[src/rtl/wdog_pkg.sv]
package wdog_pkg;
  // decoded bus activity for one clock
  typedef struct packed {
    logic svc;   // service write hit
    logic rd;    // vector-byte read hit
  } bus_evt_t;

  function automatic int unsigned cnt_width(input int unsigned n);
    return (n < 2) ? 1 : $clog2(n + 1);
  endfunction
endpackage

[src/rtl/wdog_bus_decode.sv]
module wdog_bus_decode
  import wdog_pkg::*;
#(
  parameter int ADDR_W = 16,
  parameter int DATA_W = 8,
  parameter logic [ADDR_W-1:0] SVC_ADDR = '1
) (
  input  logic              clk_i,
  input  logic              clr_i,
  input  logic [ADDR_W-1:0] addr_i,
  input  logic              wr_i,
  input  logic              rd_i,
  input  logic [DATA_W-1:0] vec_lo_i,
  output bus_evt_t          evt_o,
  output logic [DATA_W-1:0] rd_data_o
);
  logic              hit;
  logic [DATA_W-1:0] rd_q;

  assign hit       = (addr_i == SVC_ADDR);
  assign evt_o.svc = wr_i & hit;
  assign evt_o.rd  = rd_i & hit;

  always_ff @(posedge clk_i) begin
    if (clr_i)         rd_q <= '0;
    else if (evt_o.rd) rd_q <= vec_lo_i;
    else               rd_q <= '0;
  end

  assign rd_data_o = rd_q;
endmodule

[src/rtl/wdog_prescaler.sv]
module wdog_prescaler #(
  parameter int PRE_W   = 13,
  parameter int CLR_LSB = 4
) (
  input  logic             clk_i,
  input  logic             clr_i,
  input  logic             stop_i,
  input  logic             svc_i,
  output logic             tick_o,
  output logic [PRE_W-1:0] pre_o
);
  localparam logic [PRE_W-1:0] ALL1 = '1;
  logic [PRE_W-1:0] pre_q, inc, keep;

  // mask of the low bits that survive a service write
  generate
    if (CLR_LSB <= 0) begin : g_full_clear
      assign keep = '0;
    end else if (CLR_LSB >= PRE_W) begin : g_no_clear
      assign keep = '1;
    end else begin : g_part_clear
      assign keep = {{(PRE_W-CLR_LSB){1'b0}}, {CLR_LSB{1'b1}}};
    end
  endgenerate

  assign inc = pre_q + PRE_W'(1);

  always_ff @(posedge clk_i) begin
    if (clr_i || stop_i) pre_q <= '0;
    else if (svc_i)      pre_q <= inc & keep;
    else                 pre_q <= inc;
  end

  assign tick_o = ~stop_i & (pre_q == ALL1);
  assign pre_o  = pre_q;
endmodule

[src/rtl/wdog_counter.sv]
module wdog_counter #(
  parameter int CNT_W = 6,
  parameter int TERM  = 32
) (
  input  logic             clk_i,
  input  logic             clr_i,
  input  logic             svc_i,
  input  logic             tick_i,
  input  logic             dis_i,
  output logic             timeout_o,
  output logic [CNT_W-1:0] cnt_o
);
  localparam logic [CNT_W-1:0] LAST = CNT_W'(TERM - 1);
  logic [CNT_W-1:0] cnt_q;
  logic             adv, fin;

  assign adv       = tick_i & ~dis_i;
  assign fin       = adv & (cnt_q == LAST);
  assign timeout_o = fin & ~svc_i;

  always_ff @(posedge clk_i) begin
    if (clr_i || svc_i) cnt_q <= '0;
    else if (fin)       cnt_q <= '0;
    else if (adv)       cnt_q <= cnt_q + CNT_W'(1);
  end

  assign cnt_o = cnt_q;
endmodule

[src/rtl/wdog_rst_pulse.sv]
module wdog_rst_pulse
  import wdog_pkg::*;
#(
  parameter int RST_LEN = 32
) (
  input  logic clk_i,
  input  logic por_i,
  input  logic fire_i,
  input  logic stat_clr_i,
  output logic rst_n_o,
  output logic flag_o
);
  localparam int RW = cnt_width(RST_LEN);
  localparam logic [RW-1:0] LEN = RW'(RST_LEN);

  logic [RW-1:0] left_q, left_d;
  logic          rst_n_q, flag_q;

  always_comb begin
    if (fire_i)            left_d = LEN;
    else if (left_q != '0) left_d = left_q - RW'(1);
    else                   left_d = '0;
  end

  always_ff @(posedge clk_i) begin
    if (por_i) begin
      left_q  <= '0;
      rst_n_q <= 1'b1;
      flag_q  <= 1'b0;
    end else begin
      left_q  <= left_d;
      rst_n_q <= (left_d == '0);
      if (fire_i)          flag_q <= 1'b1;
      else if (stat_clr_i) flag_q <= 1'b0;
    end
  end

  assign rst_n_o = rst_n_q;
  assign flag_o  = flag_q;
endmodule

[src/rtl/wdog_guard.sv]
module wdog_guard
  import wdog_pkg::*;
#(
  parameter int ADDR_W  = 16,
  parameter int DATA_W  = 8,
  parameter logic [ADDR_W-1:0] SVC_ADDR = 16'hFFFF,
  parameter int PRE_W   = 13,
  parameter int CLR_LSB = 4,
  parameter int CNT_W   = 6,
  parameter int TERM    = 32,
  parameter int RST_LEN = 32
) (
  input  logic              clk_i,
  input  logic              por_i,
  input  logic              rst_i,
  input  logic              wd_dis_i,
  input  logic              stop_i,
  input  logic [ADDR_W-1:0] bus_addr_i,
  input  logic              bus_wr_i,
  input  logic              bus_rd_i,
  input  logic [DATA_W-1:0] vec_lo_i,
  output logic [DATA_W-1:0] rd_data_o,
  input  logic              stat_clr_i,
  output logic              wd_rst_n_o,
  output logic              wd_flag_o
);
  bus_evt_t         evt;
  logic             clr_w, tick_w, timeout_w;
  logic [PRE_W-1:0] pre_w;
  logic [CNT_W-1:0] cnt_w;

  assign clr_w = por_i | rst_i;

  wdog_bus_decode #(.ADDR_W(ADDR_W), .DATA_W(DATA_W), .SVC_ADDR(SVC_ADDR)) dec_i (
    .clk_i(clk_i), .clr_i(clr_w), .addr_i(bus_addr_i), .wr_i(bus_wr_i),
    .rd_i(bus_rd_i), .vec_lo_i(vec_lo_i), .evt_o(evt), .rd_data_o(rd_data_o)
  );

  wdog_prescaler #(.PRE_W(PRE_W), .CLR_LSB(CLR_LSB)) pre_i (
    .clk_i(clk_i), .clr_i(clr_w), .stop_i(stop_i), .svc_i(evt.svc),
    .tick_o(tick_w), .pre_o(pre_w)
  );

  wdog_counter #(.CNT_W(CNT_W), .TERM(TERM)) cnt_i (
    .clk_i(clk_i), .clr_i(clr_w), .svc_i(evt.svc), .tick_i(tick_w),
    .dis_i(wd_dis_i), .timeout_o(timeout_w), .cnt_o(cnt_w)
  );

  wdog_rst_pulse #(.RST_LEN(RST_LEN)) pls_i (
    .clk_i(clk_i), .por_i(por_i), .fire_i(timeout_w), .stat_clr_i(stat_clr_i),
    .rst_n_o(wd_rst_n_o), .flag_o(wd_flag_o)
  );
endmodule

[config.mk]
export PLATFORM = sky130hd
export DESIGN_NAME = wdog_guard
export DESIGN_NICKNAME = d
export VERILOG_FILES = /design/src/rtl/wdog_pkg.sv /design/src/rtl/wdog_bus_decode.sv /design/src/rtl/wdog_prescaler.sv /design/src/rtl/wdog_counter.sv /design/src/rtl/wdog_rst_pulse.sv /design/src/rtl/wdog_guard.sv
export SDC_FILE = /design/constraint.sdc
export NUM_CORES = 1
export LEC_CHECK = 0
export CORE_MARGIN = 2
export CORE_UTILIZATION = 47
export CTS_BUF_LIST = sky130_fd_sc_hd__clkbuf_16
export DETAILED_ROUTE_END_ITERATION = 12
export GPL_TIMING_DRIVEN = 1
export PLACE_DENSITY = 0.82
export REMOVE_ABC_BUFFERS = 1
export SETUP_SLACK_MARGIN = 0.4
export SLEW_MARGIN = 30
export SYNTH_ARGS = -nofsm -noshare
export SYNTH_HDL_FRONTEND = slang
export SYNTH_SLANG_ARGS = --single-unit
[constraint.sdc]
create_clock -name clk_i -period 2.35 [get_ports clk_i]
set_input_delay 0.3525 -clock clk_i [delete_from_list [all_inputs] [get_ports clk_i]]
set_output_delay 0.3525 -clock clk_i [all_outputs]
set_load 0.01 [all_outputs]
# == After elaboration in Yosys (flattened, before gate mapping) ==
# Index checks and enable logic that the tools add are counted.
# classes
mux,4
n_bitwise,11
n_reduce_logical,8
n_eq_ne,3
n_addsub,3
# op_table
op,count
== test 16 bit (second input constant),1
adder 13 x 1 -> 13 bit (second input constant),1
== test 13 bit (second input constant),1
two-way mux 6 bit,2
adder 6 x 1 -> 6 bit (second input constant),1
bitwise AND 1 bit,6
== test 6 x 5 -> 1 bit (second input constant),1
zero test 6 bit,1
nonzero test 6 bit,1
OR reduction 2 bit,3
subtractor 6 x 1 -> 6 bit (second input constant),1
inverter 1 bit,4
logical OR 1 bit,2
two-way mux 1 bit,2
nonzero test 2 bit,1
bitwise OR 1 bit,1
# word_totals
wordCells,36
reg_bits,35
output_inout_bits,10
inputBits,32

# == Longest topological paths before layout ==
# depth
depth_word,7
ltp_mapped,6
mapped_depth_nobuf,6

# == Cells and area by module ==
# From an unflattened synthesis, not the netlist that was laid out.
# hier_totals
hier_cells,159
hier_area_um2,1529.0
# modules_own_cells
module,area_per_inst_um2,n_inst,cells_each,seq_area_each_um2
wdog_prescaler,595.6,1,65,260.2
wdog_rst_pulse,334.1,1,35,160.2
wdog_counter,309.0,1,34,120.1
wdog_bus_decode,284.0,1,24,160.2
wdog_guard,6.3,1,1,0.0

# == Least setup slack after synthesis ==
# OpenSTA, ideal clock, no wires.
# synth_timing
path_type,register to register
from,reg pre_i.pre_q[0] (netlist: pre_i.pre_o[0])
to,reg cnt_i.cnt_q[5] (netlist: cnt_i.cnt_o[5])
path_stages_with_launch,7
arrival_time_ps,1938
setup_slack_ps,342
t_required_ps,2280
period_less_slack_ps,2008
setup_ps,70
n_path_buf,1
path_cell_list,dfxtp_1 ha_1 nand4_2 or4_1 buf_2 or4_1 a21oi_1
# synth_between
elab_chain_len,5
# synth_rtl
item,line,source
"start, declared",wdog_prescaler.sv:13,"logic [PRE_W-1:0] pre_q, inc, keep;"
"start signal, assigned",wdog_prescaler.sv:30,else if (svc_i) pre_q <= inc & keep;
"start signal, assigned",wdog_prescaler.sv:31,else pre_q <= inc;
== test 13 bit *,wdog_prescaler.sv:34,assign tick_o = ~stop_i & (pre_q == ALL1);
bitwise AND 1 bit *,wdog_prescaler.sv:34,
bitwise AND 1 bit *,wdog_counter.sv:17,assign adv = tick_i & ~dis_i;
bitwise AND 1 bit,wdog_counter.sv:18,assign fin = adv & (cnt_q == LAST);
OR reduction 2 bit (no line),-,
"end signal, assigned",wdog_counter.sv:24,else if (adv) cnt_q <= cnt_q + CNT_W'(1);
"end, declared",wdog_counter.sv:14,logic [CNT_W-1:0] cnt_q;
# Every way passes the cells marked *; elsewhere a longest branch is shown, timed or not.
# A chain may end at the register's enable or synchronous reset.

# == Final worst setup path ==
# layout_timing
from,in wd_dis_i
to,reg cnt_i.cnt_q[5] (netlist: cnt_i.cnt_o[5])
# layout_between
elab_chain_len,4
# layout_rtl
item,line,source
"start, declared",wdog_guard.sv:16,"input logic wd_dis_i,"
inverter 1 bit *,wdog_counter.sv:17,
bitwise AND 1 bit *,wdog_counter.sv:17,
bitwise AND 1 bit,wdog_counter.sv:18,
OR reduction 2 bit (no line),-,
# Marked as above.

==> flow_summary.json <==
{
  "cp-end-kind": "flip-flop",
  "portBuffers": 41,
  "status": "finished clean",
  "drcViolationCount": 0,
  "drt_first_pass_iters": 4,
  "diodes": 0,
  "wl_per_cell_um": 14.3,
  "ff2ff_setup_slack_ns": 0.51,
  "die_w_um": 60.9,
  "antenna_found_initial": 0,
  "path_max_fanout": 5,
  "switchingPower_mw": 0.406,
  "ff2ff_path_depth": 5,
  "fillers": 239,
  "cap_violations": 0,
  "core_area_sq_mm": 0.00308,
  "finClkSkew_ns": 0.00384,
  "slew_headroom": 0.631,
  "routed-wl-met3_um": 337,
  "ios": 42,
  "cp.arrival_ns": 2.09,
  "worstPathCellList": "clkdlybuf4s50_1 > nand4b_1 > or4_4 > or4_1 > a21oi_1",
  "clk_latency_ns": 0.28,
  "worst_setup_path_start_kind": "primary input",
  "synthCells": 167,
  "min_period_over_period": 0.802,
  "timing.rr.end": "cnt_i.cnt_o[5]$_SDFFE_PP0P_",
  "clock-root-buffer": "clkbuf_16",
  "whs_path_depth": 1,
  "num_vias": 1397,
  "power_density_mw_per_mm2": 736,
  "hpwl_mm": 2.78,
  "finalSetupViolCount": 0,
  "cts_buffer_depth": 2,
  "worst_pin_slew_ns": 0.548,
  "cts_tree": "done",
  "crit_required_ns": 2.56,
  "vdd_ir_drop_max_uv": 444,
  "worstHoldStart": "pls_i.left_q[0]$_SDFF_PP0_",
  "nNetsFinal": 254,
  "fp.dieH_um": 60.9,
  "grt_max_degree": 11,
  "areaGrowthSynthToFinish_pct": 42.8,
  "switching_share": 0.253,
  "wl_met2_mm": 1.83,
  "cts_hold_buf": 0,
  "p_leak_nw": 0.759,
  "max_stage_delay_ns": 0.53,
  "yosysUniqueCellTypes": 33,
  "hold_class": "reg2reg",
  "initial_core_util": 0.495,
  "vias_per_cell": 5.31,
  "timing.hold.ws_ns": 0.456,
  "drive_gt1_frac": 0.0959,
  "gp_congestion": 0.899,
  "gr-total-overflow": 0,
  "synth_seq_cells": 35,
  "cts.clk_slew.worst_paths_ns": 0.05,
  "final.min_clock_period_ns": 1.88,
  "top_layer_used": "met4",
  "yosys_warnings": 0,
  "clock_power_share": 0.383,
  "syn_area_per_cell_sq_um": 9.13,
  "p_int_mw": 1.20,
  "seqPwrFrac": 0.425,
  "startpoint": "wd_dis_i",
  "numCtsBuffers": 5,
  "finalHoldViolCount": 0,
  "clock-sinks": 35,
  "finalMaxSlewViolations": 0,
  "yosysSeqAreaShare": 0.460,
  "r2r-start": "pre_i.pre_o[1]$_SDFF_PP0_",
  "grtUsageTotal": 0.232,
  "rsz0062_at_grt": "yes",
  "crit_type": "in2reg",
  "worstHoldEndpoint": "pls_i.left_q[0]$_SDFF_PP0_",
  "dieArea_sq_mm": 0.00371,
  "ant_nets": 0,
  "htree_num_levels": 2,
  "fmax_mhz": 531,
  "slowest_stage": "or4_4",
  "drt-met1-wl_mm": 1.48,
  "rows": 20,
  "drt-total-wl_mm": 3.75,
  "setup_tns_ns": 0,
  "synthesis.area_sq_mm": 0.00152,
  "p_comb_frac": 0.192,
  "first_global_vias": 1439,
  "drt_iter0_drc": 90,
  "grt_pass1_wl_mm": 6.15
}
[cells in the mapped netlist]
library cell / count / area share
nand3_1: 4 / 0.013
or3b_2: 2 / 0.011
a2111oi_2: 1 / 0.0098
nand2b_1: 3 / 0.012
a31oi_1: 1 / 0.0041
a211oi_1: 1 / 0.0049
nor3b_1: 1 / 0.0049
and4_1: 2 / 0.011
a2111o_1: 1 / 0.0074
nand4b_1: 2 / 0.011
buf_2: 1 / 0.0033
nor4_1: 1 / 0.0041
nor2_1: 16 / 0.039
dfxtp_1: 35 / 0.46
nand4_2: 1 / 0.0082
or3_1: 4 / 0.016
a41oi_1: 1 / 0.0057
o21ai_0: 5 / 0.016
and3_1: 1 / 0.0041
or2_2: 2 / 0.0082
or4_1: 5 / 0.025
mux2i_1: 1 / 0.0066
inv_1: 7 / 0.017
and2_1: 12 / 0.049
nand2_1: 7 / 0.017
o21ai_1: 2 / 0.0066
xnor2_1: 8 / 0.046
nand4_1: 8 / 0.033
ha_1: 4 / 0.033
nor3_1: 13 / 0.043
xor2_1: 6 / 0.034
a21oi_1: 7 / 0.023
o31ai_1: 2 / 0.0098
[critical path: cells and delay by family]
family / cells / cell delay, ns
compound gates: 1 / 0.14
buf+inv: 1 / 0.41
simple gates: 3 / 1.19
[state kept, by name (all words and copies together), names as in the netlist]
register,count
pre_i.pre_o,13
dec_i.rd_data_o,8
cnt_i.cnt_o,6
pls_i.left_q,6
pls_i.flag_o,1
pls_i.rst_n_o,1
[worst max path at each step]
stage / endpoint / cells after the start
4_1_cts: pls_i.left_q[4]$_SDFF_PP0_ / 5
2_1_floorplan: cnt_i.cnt_o[5]$_SDFFE_PP0P_ / 5
3_5_place_dp: cnt_i.cnt_o[5]$_SDFFE_PP0P_ / 5
5_1_grt: cnt_i.cnt_o[5]$_SDFFE_PP0P_ / 5
6_report: cnt_i.cnt_o[5]$_SDFFE_PP0P_ / 5
3_3_place_gp: cnt_i.cnt_o[5]$_SDFFE_PP0P_ / 5
[cells by family after synthesis]
logic type / synth area share
adder cells (fa/ha/maj): 0.0328
multiplexers: 0.00657
XOR/XNOR: 0.0805
buffers and inverters: 0.0205
flip-flops: 0.460
AND/OR/NAND/NOR: 0.312
AO/OA/AOI/OAI: 0.0878
[cell type report]
type                       count  area [sq um]  share of cell area
sequential                    35           706               0.324
tap                           44          55.1              0.0253
multi-input combinational    124           812               0.373
inverter                       7          26.3              0.0121
clock inverter                 3          12.5             0.00575
clock buffer                   5           125              0.0575
timing repair buffer          45           439               0.202
[stage by stage]
stage | util | setup WS (ns) | std cells | instance area (sq um) | power [mW]
floorplan | - | 0.318 | 166 | 1520 | 0.877
global placement | 0.652 | 0.134 | 254 | 2010 | 0.975
detailed placement | 0.652 | 0.0795 | 254 | 2010 | 0.996
CTS | 0.706 | 0.419 | 263 | 2170 | 1.61
global route | 0.707 | 0.400 | 263 | 2180 | 1.67
finish | 0.707 | 0.466 | 263 | 2180 | 1.60
[power by group through the flow]
stage	logic [mW]	clock network (mW)	registers [mW]
floorplan	0.189	0	0.687
global placement	0.289	0	0.687
detailed placement	0.305	0	0.691
CTS	0.306	0.624	0.679
global route	0.338	0.648	0.686
finish	0.308	0.613	0.680
[cells in the final DEF (no fill, tap or decap), drive strengths merged, types with 2 or more instances in the layout]
cell type,netlist,final
a21oi,7,7
and2,12,12
dfxtp,35,35
nand4,9,9
xor2,6,6
inv,7,9
ha,4,4
nand3,4,4
nand2b,3,3
nor2,16,16
and4,2,2
nand2,7,7
nor3,13,13
o21ai,7,7
or2,2,2
xnor2,8,8
clkbuf,0,5
nand4b,2,2
or4,5,5
buf,1,4
clkdlybuf4s50,0,40
or3b,2,2
o31ai,2,2
or3,4,4
[per-layer routing]
metal,track usage,vias to the layer above
met5,0,-
li1,-,701
met2,0.382,53
met3,0.0938,14
met1,0.248,629
met4,0.146,0
[what timing repair did]
| item | in CTS | in global routing |
|---|---|---|
| gates cloned | 0 | 0 |
| gates resized for setup | 7 | 1 |
| buffers inserted | 1 | 0 |
| endpoints found under the setup margin | 14 | 9 |
| pin swaps | 2 | 2 |
Note: power is estimated with default switching activity, not from simulation.
